==> src/rtl/asr_pkg.sv <==
package asr_pkg;

  localparam int unsigned REG_W = 64;

  typedef enum logic [1:0] {
    OP_NONE   = 2'd0,
    OP_DIRECT = 2'd1,
    OP_MODIFY = 2'd2,
    OP_SET    = 2'd3
  } op_e;

  // Mask with the top n bits set.
  function automatic logic [REG_W-1:0] impl_mask(input int unsigned n);
    logic [REG_W-1:0] all_ones;
    all_ones = '1;
    return ~(all_ones >> n);
  endfunction

  // Value stored after an update of the given kind.
  function automatic logic [REG_W-1:0] next_word(
    input op_e              op,
    input logic [REG_W-1:0] cur,
    input logic [REG_W-1:0] wd,
    input logic             clear_alias,
    input logic [REG_W-1:0] mask
  );
    logic [REG_W-1:0] raw;
    case (op)
      OP_DIRECT: raw = wd;
      OP_MODIFY: raw = clear_alias ? '0 : (cur & wd);
      OP_SET:    raw = cur | wd;
      default:   raw = cur;
    endcase
    return raw & mask;
  endfunction

endpackage

==> src/rtl/asr_decode.sv <==
module asr_decode
  import asr_pkg::*;
#(
  parameter int unsigned ADDR_W   = 32,
  parameter int unsigned BASE_IDX = 32'h4020
) (
  input  logic              req_valid,
  input  logic              req_write,
  input  logic [ADDR_W-1:0] req_addr,
  input  logic [3:0]        req_size,
  output op_e               wr_op,
  output logic              rd_base,
  output logic              bad_req
);

  localparam int unsigned IDX_W = ADDR_W - 3;
  localparam logic [IDX_W-1:0] IDX_DIRECT = IDX_W'(BASE_IDX);
  localparam logic [IDX_W-1:0] IDX_MODIFY = IDX_W'(BASE_IDX + 1);
  localparam logic [IDX_W-1:0] IDX_SET    = IDX_W'(BASE_IDX + 2);

  logic [IDX_W-1:0] idx;
  logic hit_direct, hit_modify, hit_set, size_ok, legal;

  assign idx        = req_addr[ADDR_W-1:3];
  assign hit_direct = (idx == IDX_DIRECT);
  assign hit_modify = (idx == IDX_MODIFY);
  assign hit_set    = (idx == IDX_SET);
  assign size_ok    = (req_size == 4'd8);
  assign legal      = req_valid && size_ok && (hit_direct || hit_modify || hit_set);
  assign bad_req    = req_valid && !legal;
  assign rd_base    = legal && !req_write && hit_direct;

  always_comb begin
    wr_op = OP_NONE;
    if (legal && req_write) begin
      if (hit_direct)      wr_op = OP_DIRECT;
      else if (hit_modify) wr_op = OP_MODIFY;
      else                 wr_op = OP_SET;
    end
  end

endmodule

==> src/rtl/asr_store.sv <==
module asr_store
  import asr_pkg::*;
#(
  parameter int unsigned IMPL_W      = 16,
  parameter bit          CLEAR_ALIAS = 1'b0
) (
  input  logic             clk,
  input  logic             rst_n,
  input  op_e              wr_op,
  input  logic [REG_W-1:0] wdata,
  output logic [REG_W-1:0] q,
  output logic             irq
);

  localparam logic [REG_W-1:0] MASK = impl_mask(IMPL_W);

  always_ff @(posedge clk or negedge rst_n) begin
    if (!rst_n)               q <= '0;
    else if (wr_op != OP_NONE) q <= next_word(wr_op, q, wdata, CLEAR_ALIAS, MASK);
  end

  assign irq = q[REG_W-1];

  AST_LOW_BITS_ZERO: assert property (@(posedge clk) disable iff (!rst_n)
    (q & ~MASK) == '0);
  AST_DIRECT_REPLACE: assert property (@(posedge clk) disable iff (!rst_n)
    wr_op == OP_DIRECT |=> q == ($past(wdata) & MASK));
  AST_SET_KEEPS_BITS: assert property (@(posedge clk) disable iff (!rst_n)
    wr_op == OP_SET |=> (q & $past(q)) == $past(q));
  AST_AND_SUBSET: assert property (@(posedge clk) disable iff (!rst_n)
    (!CLEAR_ALIAS && wr_op == OP_MODIFY) |=> (q & ~$past(q)) == '0);
  AST_CLEAR_ZERO: assert property (@(posedge clk) disable iff (!rst_n)
    (CLEAR_ALIAS && wr_op == OP_MODIFY) |=> q == '0);

endmodule

==> src/rtl/alias_status_reg.sv <==
module alias_status_reg
  import asr_pkg::*;
#(
  parameter int unsigned ADDR_W      = 32,
  parameter int unsigned BASE_IDX    = 32'h4020,
  parameter int unsigned IMPL_W      = 16,
  parameter bit          CLEAR_ALIAS = 1'b0
) (
  input  logic              clk,
  input  logic              rst_n,
  input  logic              req_valid,
  input  logic              req_write,
  input  logic [ADDR_W-1:0] req_addr,
  input  logic [3:0]        req_size,
  input  logic [63:0]       req_wdata,
  output logic [63:0]       rsp_rdata,
  output logic              err_pulse,
  output logic              irq
);

  op_e              wr_op;
  logic             rd_base;
  logic             bad_req;
  logic [REG_W-1:0] stored;

  asr_decode #(.ADDR_W(ADDR_W), .BASE_IDX(BASE_IDX)) u_decode (
    .req_valid (req_valid),
    .req_write (req_write),
    .req_addr  (req_addr),
    .req_size  (req_size),
    .wr_op     (wr_op),
    .rd_base   (rd_base),
    .bad_req   (bad_req)
  );

  asr_store #(.IMPL_W(IMPL_W), .CLEAR_ALIAS(CLEAR_ALIAS)) u_store (
    .clk   (clk),
    .rst_n (rst_n),
    .wr_op (wr_op),
    .wdata (req_wdata),
    .q     (stored),
    .irq   (irq)
  );

  always_ff @(posedge clk or negedge rst_n) begin
    if (!rst_n) begin
      rsp_rdata <= '0;
      err_pulse <= 1'b0;
    end else begin
      rsp_rdata <= rd_base ? stored : '0;
      err_pulse <= bad_req;
    end
  end

  AST_BAD_WRITE_HOLDS: assert property (@(posedge clk) disable iff (!rst_n)
    bad_req |=> $stable(stored));
  AST_ERR_NO_DATA: assert property (@(posedge clk) disable iff (!rst_n)
    err_pulse |-> rsp_rdata == '0);
  AST_ALIAS_READ_ZERO: assert property (@(posedge clk) disable iff (!rst_n)
    (req_valid && !req_write && !rd_base && !bad_req) |=> rsp_rdata == '0);
  AST_IRQ_ONLY_ON_WRITE: assert property (@(posedge clk) disable iff (!rst_n)
    !$stable(irq) |-> $past(wr_op != OP_NONE));

endmodule

==> config.mk <==
export PLATFORM = sky130hd
export DESIGN_NAME = alias_status_reg
export DESIGN_NICKNAME = d
export VERILOG_FILES = /design/src/rtl/asr_pkg.sv /design/src/rtl/asr_decode.sv /design/src/rtl/asr_store.sv /design/src/rtl/alias_status_reg.sv
export SDC_FILE = /design/constraint.sdc
export NUM_CORES = 1
export LEC_CHECK = 0
export BUFFER_PORTS_ARGS = -buffer_cell sky130_fd_sc_hd__buf_2
export CAP_MARGIN = 15
export CORE_AREA = 2 2 73 75
export CTS_BUF_LIST = sky130_fd_sc_hd__clkbuf_16
export DETAILED_ROUTE_END_ITERATION = 7
export DIE_AREA = 0 0 75 77
export GPL_ROUTABILITY_DRIVEN = 0
export PLACE_DENSITY = 0.78
export SLEW_MARGIN = 20
export SYNTH_ARGS = -nofsm -noshare
export SYNTH_HDL_FRONTEND = slang
export SYNTH_SLANG_ARGS = --single-unit
==> constraint.sdc <==
create_clock -name clk -period 1.3 [get_ports clk]
set_input_delay 0.26 -clock clk [delete_from_list [all_inputs] [get_ports clk]]
set_output_delay 0.26 -clock clk [all_outputs]
set_load 0.1 [all_outputs]
**Word-level counts from Yosys, hierarchy flattened**

Cells that the tools add are included.

- Output and inout port bits: 66
- Input bits: 104
- Word-level logic and storage cells: 30
- Flip-flop bits (word level): 81

- Eq/ne operators: 7
- Reduce and logical (&&, ||, !) cells: 13
- Mux-type cells: 5
- Bitwise operators: 2

Operators with widths:

| operator | count |
|---|---|
| $pmux 64 s3 | 1 |
| $eq 29x15->1 const B | 3 |
| $and 64x64->64 | 1 |
| $mux 64 | 1 |
| $or 64x64->64 | 1 |
| $logic_and 1x1->1 | 6 |
| $eq 2x2->1 const B | 2 |
| $eq 4x4->1 const B | 1 |
| $mux 2 | 2 |
| $reduce_bool 3->1 | 1 |
| $eq 2x1->1 const B | 1 |
| $logic_not 1->1 | 2 |
| $logic_or 1x1->1 | 2 |
| $reduce_and 2->1 | 1 |
| $reduce_bool 2->1 | 1 |
| $mux 1 | 1 |

**Longest topological paths before layout**

- Depth in word-level cells: 9
- Depth in mapped cells: 6
- Mapped depth without buffers: 4

**Hierarchy**

Synthesis repeated with hierarchy kept, for this count alone.

- Cells, all modules: 273
- Area, all modules: 3510.9 um^2

By module, submodules not included:

| module | cells each | sequential area each (um^2) | times used | area an instance (um^2) |
|---|---|---|---|---|
| alias_status_reg | 135 | 1626.6 | 1 | 2137.0 |
| asr_store | 120 | 400.4 | 1 | 1196.1 |
| asr_decode | 18 | 0.0 | 1 | 177.7 |

**Worst setup path after synthesis**

OpenSTA, ideal clock, no wires.

- Path kind: input to register
- Start: in req_addr[7]
- End: reg u_store.q[58]
- Library setup time: 0.076 ns
- Path slack: -0.443 ns
- Buffers on the path: 2
- Cell stages on the path: 6
- Arrival time: 1.667 ns
- Cell sequence: nor4b_1 > nand3_1 > or4_1 > buf_2 > buf_6 > o21ai_1

- Longest elaborated chain between the ends: 9
- Elaborated cells on any way between the ends: 17
- Those cells by class: eq/ne: 6; mux: 4; reduce/logical: 7

RTL lines:

| element | line | text |
|---|---|---|
| start, declared | alias_status_reg.sv:13 | `input logic [ADDR_W-1:0] req_addr,` |
| $eq 29x15->1 (on tied branches) | asr_decode.sv:25, asr_decode.sv:26 |  |
| $logic_or 1x1->1 (2 in a row) | asr_decode.sv:29 | `assign legal = req_valid && size_ok && (hit_direct \|\| hit_modify \|\| hit_set);` |
| $logic_and 1x1->1 | asr_decode.sv:29 |  |
| $logic_and 1x1->1 | asr_decode.sv:35 | `if (legal && req_write) begin` |
| $mux 2 * | asr_decode.sv:35 |  |
| $eq 2x1->1 or $eq 2x2->1 (tied branches) | asr_pkg.sv:28 | `case (op)` |
| $reduce_bool 3->1 (no source line) | n/a |  |
| $reduce_and 2->1 (no source line) | n/a |  |
| end signal, assigned | asr_store.sv:19 | `else if (wr_op != OP_NONE) q <= next_word(wr_op, q, wdata, CLEAR_ALIAS, MASK);` |
| end, declared | asr_store.sv:11 | `output logic [REG_W-1:0] q,` |

Mark *: on every way between the ends. The rest lies on a longest branch, timed or not.
A chain may end at the register's enable or synchronous reset.

**Worst setup path after layout**

- Start: in req_addr[19]
- End: reg u_store.q[63]

The elaborated chain is that of the path after synthesis.

==> flow_summary.json <==
{
  "layout_commonest_cell": "conb_1",
  "via_per_inst": 4.68,
  "path_max_fanout": 8,
  "num_vias": 1676,
  "clk_latency_ns": 0.28,
  "die_h_microns": 77,
  "ir_drop_mv": 0.670,
  "leakage_uw": 0.00152,
  "pre_cts_slack_ns": -0.510,
  "grt_pass1_vias": 1566,
  "timing.final.crit_share_pct": 112,
  "drt_wl_total_microns": 5280,
  "seq_area_sq_um": 826,
  "cts_tree": "yes",
  "dpl.hpwl_microns": 3050,
  "fillers": 363,
  "yosysWarnings": 0,
  "synth_cell_types": 25,
  "cts_made_buffers": 5,
  "synth_area_leaders": "dfrtp_1 43%, buf_4 19%, o41ai_1 7.3%",
  "synth_top_area_share_pct": 43.2,
  "min_period_ns": 1.46,
  "synth_top_area_cell": "dfrtp_1",
  "cts.clk_slew.worst_paths_ns": 0.05,
  "grt_max_degree": 19,
  "ys_seq_area_share_pct": 43.2,
  "nets": 391,
  "min-delay-path-class": "input port to flop",
  "core_region_area_sq_mm": 0.00498,
  "die_area_sq_mm": 0.00578,
  "antenna_found_initial": 0,
  "required_ns": 1.50,
  "violations": "setup timing",
  "crit_path_start_kind": "input port",
  "portBuffers": 70,
  "synthCells": 203,
  "arrival_ns": 1.66,
  "cts_setup_buffers": 0,
  "fmax_mhz": 685,
  "drc": 0,
  "cts_sinks": 33,
  "finalSetupViolCount": 32,
  "layout_common_cells": "48 x conb_1, 45 x buf_2, 33 x dfrtp_1",
  "slowest_stage": "or4_4",
  "syn-cell-area_sq_mm": 0.00191,
  "num_rows": 26,
  "report.final.slew_viol_count": 0,
  "firstDrtPassIters": 4,
  "root_buffer": "clkbuf_16",
  "die_w_microns": 75,
  "cp_cell_sequence": "buf_6, nor4_4, nand4_4, or4_4, buf_8, o21ai_1",
  "grt_overflow": 0,
  "finClkSkew_ns": 0.00196,
  "design_area_sq_mm": 0.00300,
  "power_density_mw_per_mm2": 1070,
  "clock_path_buffers": 2,
  "avgSynthCellArea_sq_um": 9.41,
  "placed_cell_area_sq_mm": 0.00245,
  "drt-initial-drc-count": 86,
  "start_util_pct": 38.4,
  "holdWs_ns": 0.216,
  "ys_ff_latch": 33,
  "grt_pass1_wl_microns": 7730,
  "path_class": "input port to flop",
  "pin_count": 170,
  "multi_input_area_sq_um": 995,
  "setup_slack_ns": -0.160,
  "rsz0062_at_grt": "yes",
  "hold_viol": 0,
  "drive_above_1_share_pct": 44.4,
  "post-route-util_pct": 60.4,
  "crit_path_end_kind": "flop",
  "status": "complete, but fails checks",
  "ant_nets": 0,
  "areaGrowthSynthToFinish_pct": 57.2,
  "slowest_delay_ns": 0.55,
  "n_antenna_cell": 0,
  "htreeDepth": 2,
  "wl_per_cell_microns": 14.7,
  "drv_cap": 0,
  "grt_usage_pct": 17.8
}
==> cells by family (layout without fill, tap and decap cells) <==
family | count (synthesis) | in the layout | share of synthesized area (%)
buffers and inverters | 73 | 111 | 24.2
AND/OR/NAND/NOR | 63 | 63 | 20.4
AO/OA/AOI/OAI | 33 | 33 | 12.0
flip-flops | 33 | 33 | 43.2
other | 1 | 48 | 0.196
==> worst paths after layout <==
| path | start | cells past startpoint | to | slack [ns] |
|---|---|---|---|---|
| max in group asynchronous | rst_n | 3 | rsp_rdata[57]$_DFF_PN0_ | 0.38 |
| min | req_wdata[51] | 3 | u_store.q[51]$_DFFE_PN0P_ | 0.22 |
| max reg2reg | u_store.q[63]$_DFFE_PN0P_ | 2 | u_store.q[63]$_DFFE_PN0P_ | 0.52 |
| min reg2reg | u_store.q[61]$_DFFE_PN0P_ | 1 | rsp_rdata[61]$_DFF_PN0_ | 0.50 |
| max | req_addr[19] | 6 | u_store.q[63]$_DFFE_PN0P_ | -0.16 |
| min in group asynchronous | rst_n | 2 | u_store.q[54]$_DFFE_PN0P_ | 0.43 |
==> registers in the layout (all words and copies together) (netlist names) <==
signal / count
rsp_rdata: 16
u_store.q: 16
err_pulse: 1
==> report_power, final <==
part | switching (uW) | internal (uW) | total, uW
clock network | 424 | 889 | 1310
registers | 1.41 | 1030 | 1030
logic | 739 | 125 | 865
==> per-layer routing <==
layer | wire length (microns) | track usage [%] | up-vias | share of wire [%]
met1 | 1910 | 20.1 | 790 | 36
met2 | 2700 | 29.6 | 120 | 51
met3 | 534 | 4.99 | 14 | 10
met4 | 131 | 8.93 | 0 | 2.5
met5 | 0 | 0 | - | 0
li1 | - | - | 752 | -
==> cell usage after synthesis <==
master	instances
nand3_1	1
nand2_1	30
o21ai_0	4
dfrtp_1	33
buf_2	1
inv_1	16
nor4_4	3
nor2b_1	2
nor4bb_1	1
or3_1	1
nor3_1	2
nor4_2	1
buf_4	48
nor2_1	1
nand2b_1	1
buf_6	1
clkbuf_1	7
or4_1	1
nor4b_1	2
o41ai_1	16
nand4_4	1
conb_1	1
a2111oi_0	1
o21ai_1	12
and2_1	16
==> what timing repair did <==
action,in CTS,in global routing
setup endpoints to repair,33,33
endpoints found under the hold margin,13,0
pin swaps,19,8
hold buffers,1,0
gates resized for setup,44,18
gates cloned,6,0
==> per-stage QoR <==
stage	setup TNS (ns)	total power, uW	std cells
2_1_floorplan	-9.95	1830	250
3_3_place_gp	-13.31	1850	343
3_5_place_dp	-14.66	1850	343
4_1_cts	-2.04	3180	358
5_1_grt	-5.27	3290	358
6_report	-3.26	3210	358
==> worst max-delay path: cells and delay by family <==
kind	cells	cell delay [ns]
and+or+nand+nor	3	1.00
buffers and inverters	2	0.27
AOI/OAI and AO/OA	1	0.14
==> area by class of cell <==
cell class | count | share of cell area (%)
multi-input combinational | 144 | 33.1
timing repair buffer | 87 | 29.1
sequential | 33 | 27.5
clock buffer | 5 | 4.16
tap | 70 | 2.92
inverter | 16 | 2.00
clock inverter | 3 | 1.25
(Power assumes the default switching activity.)
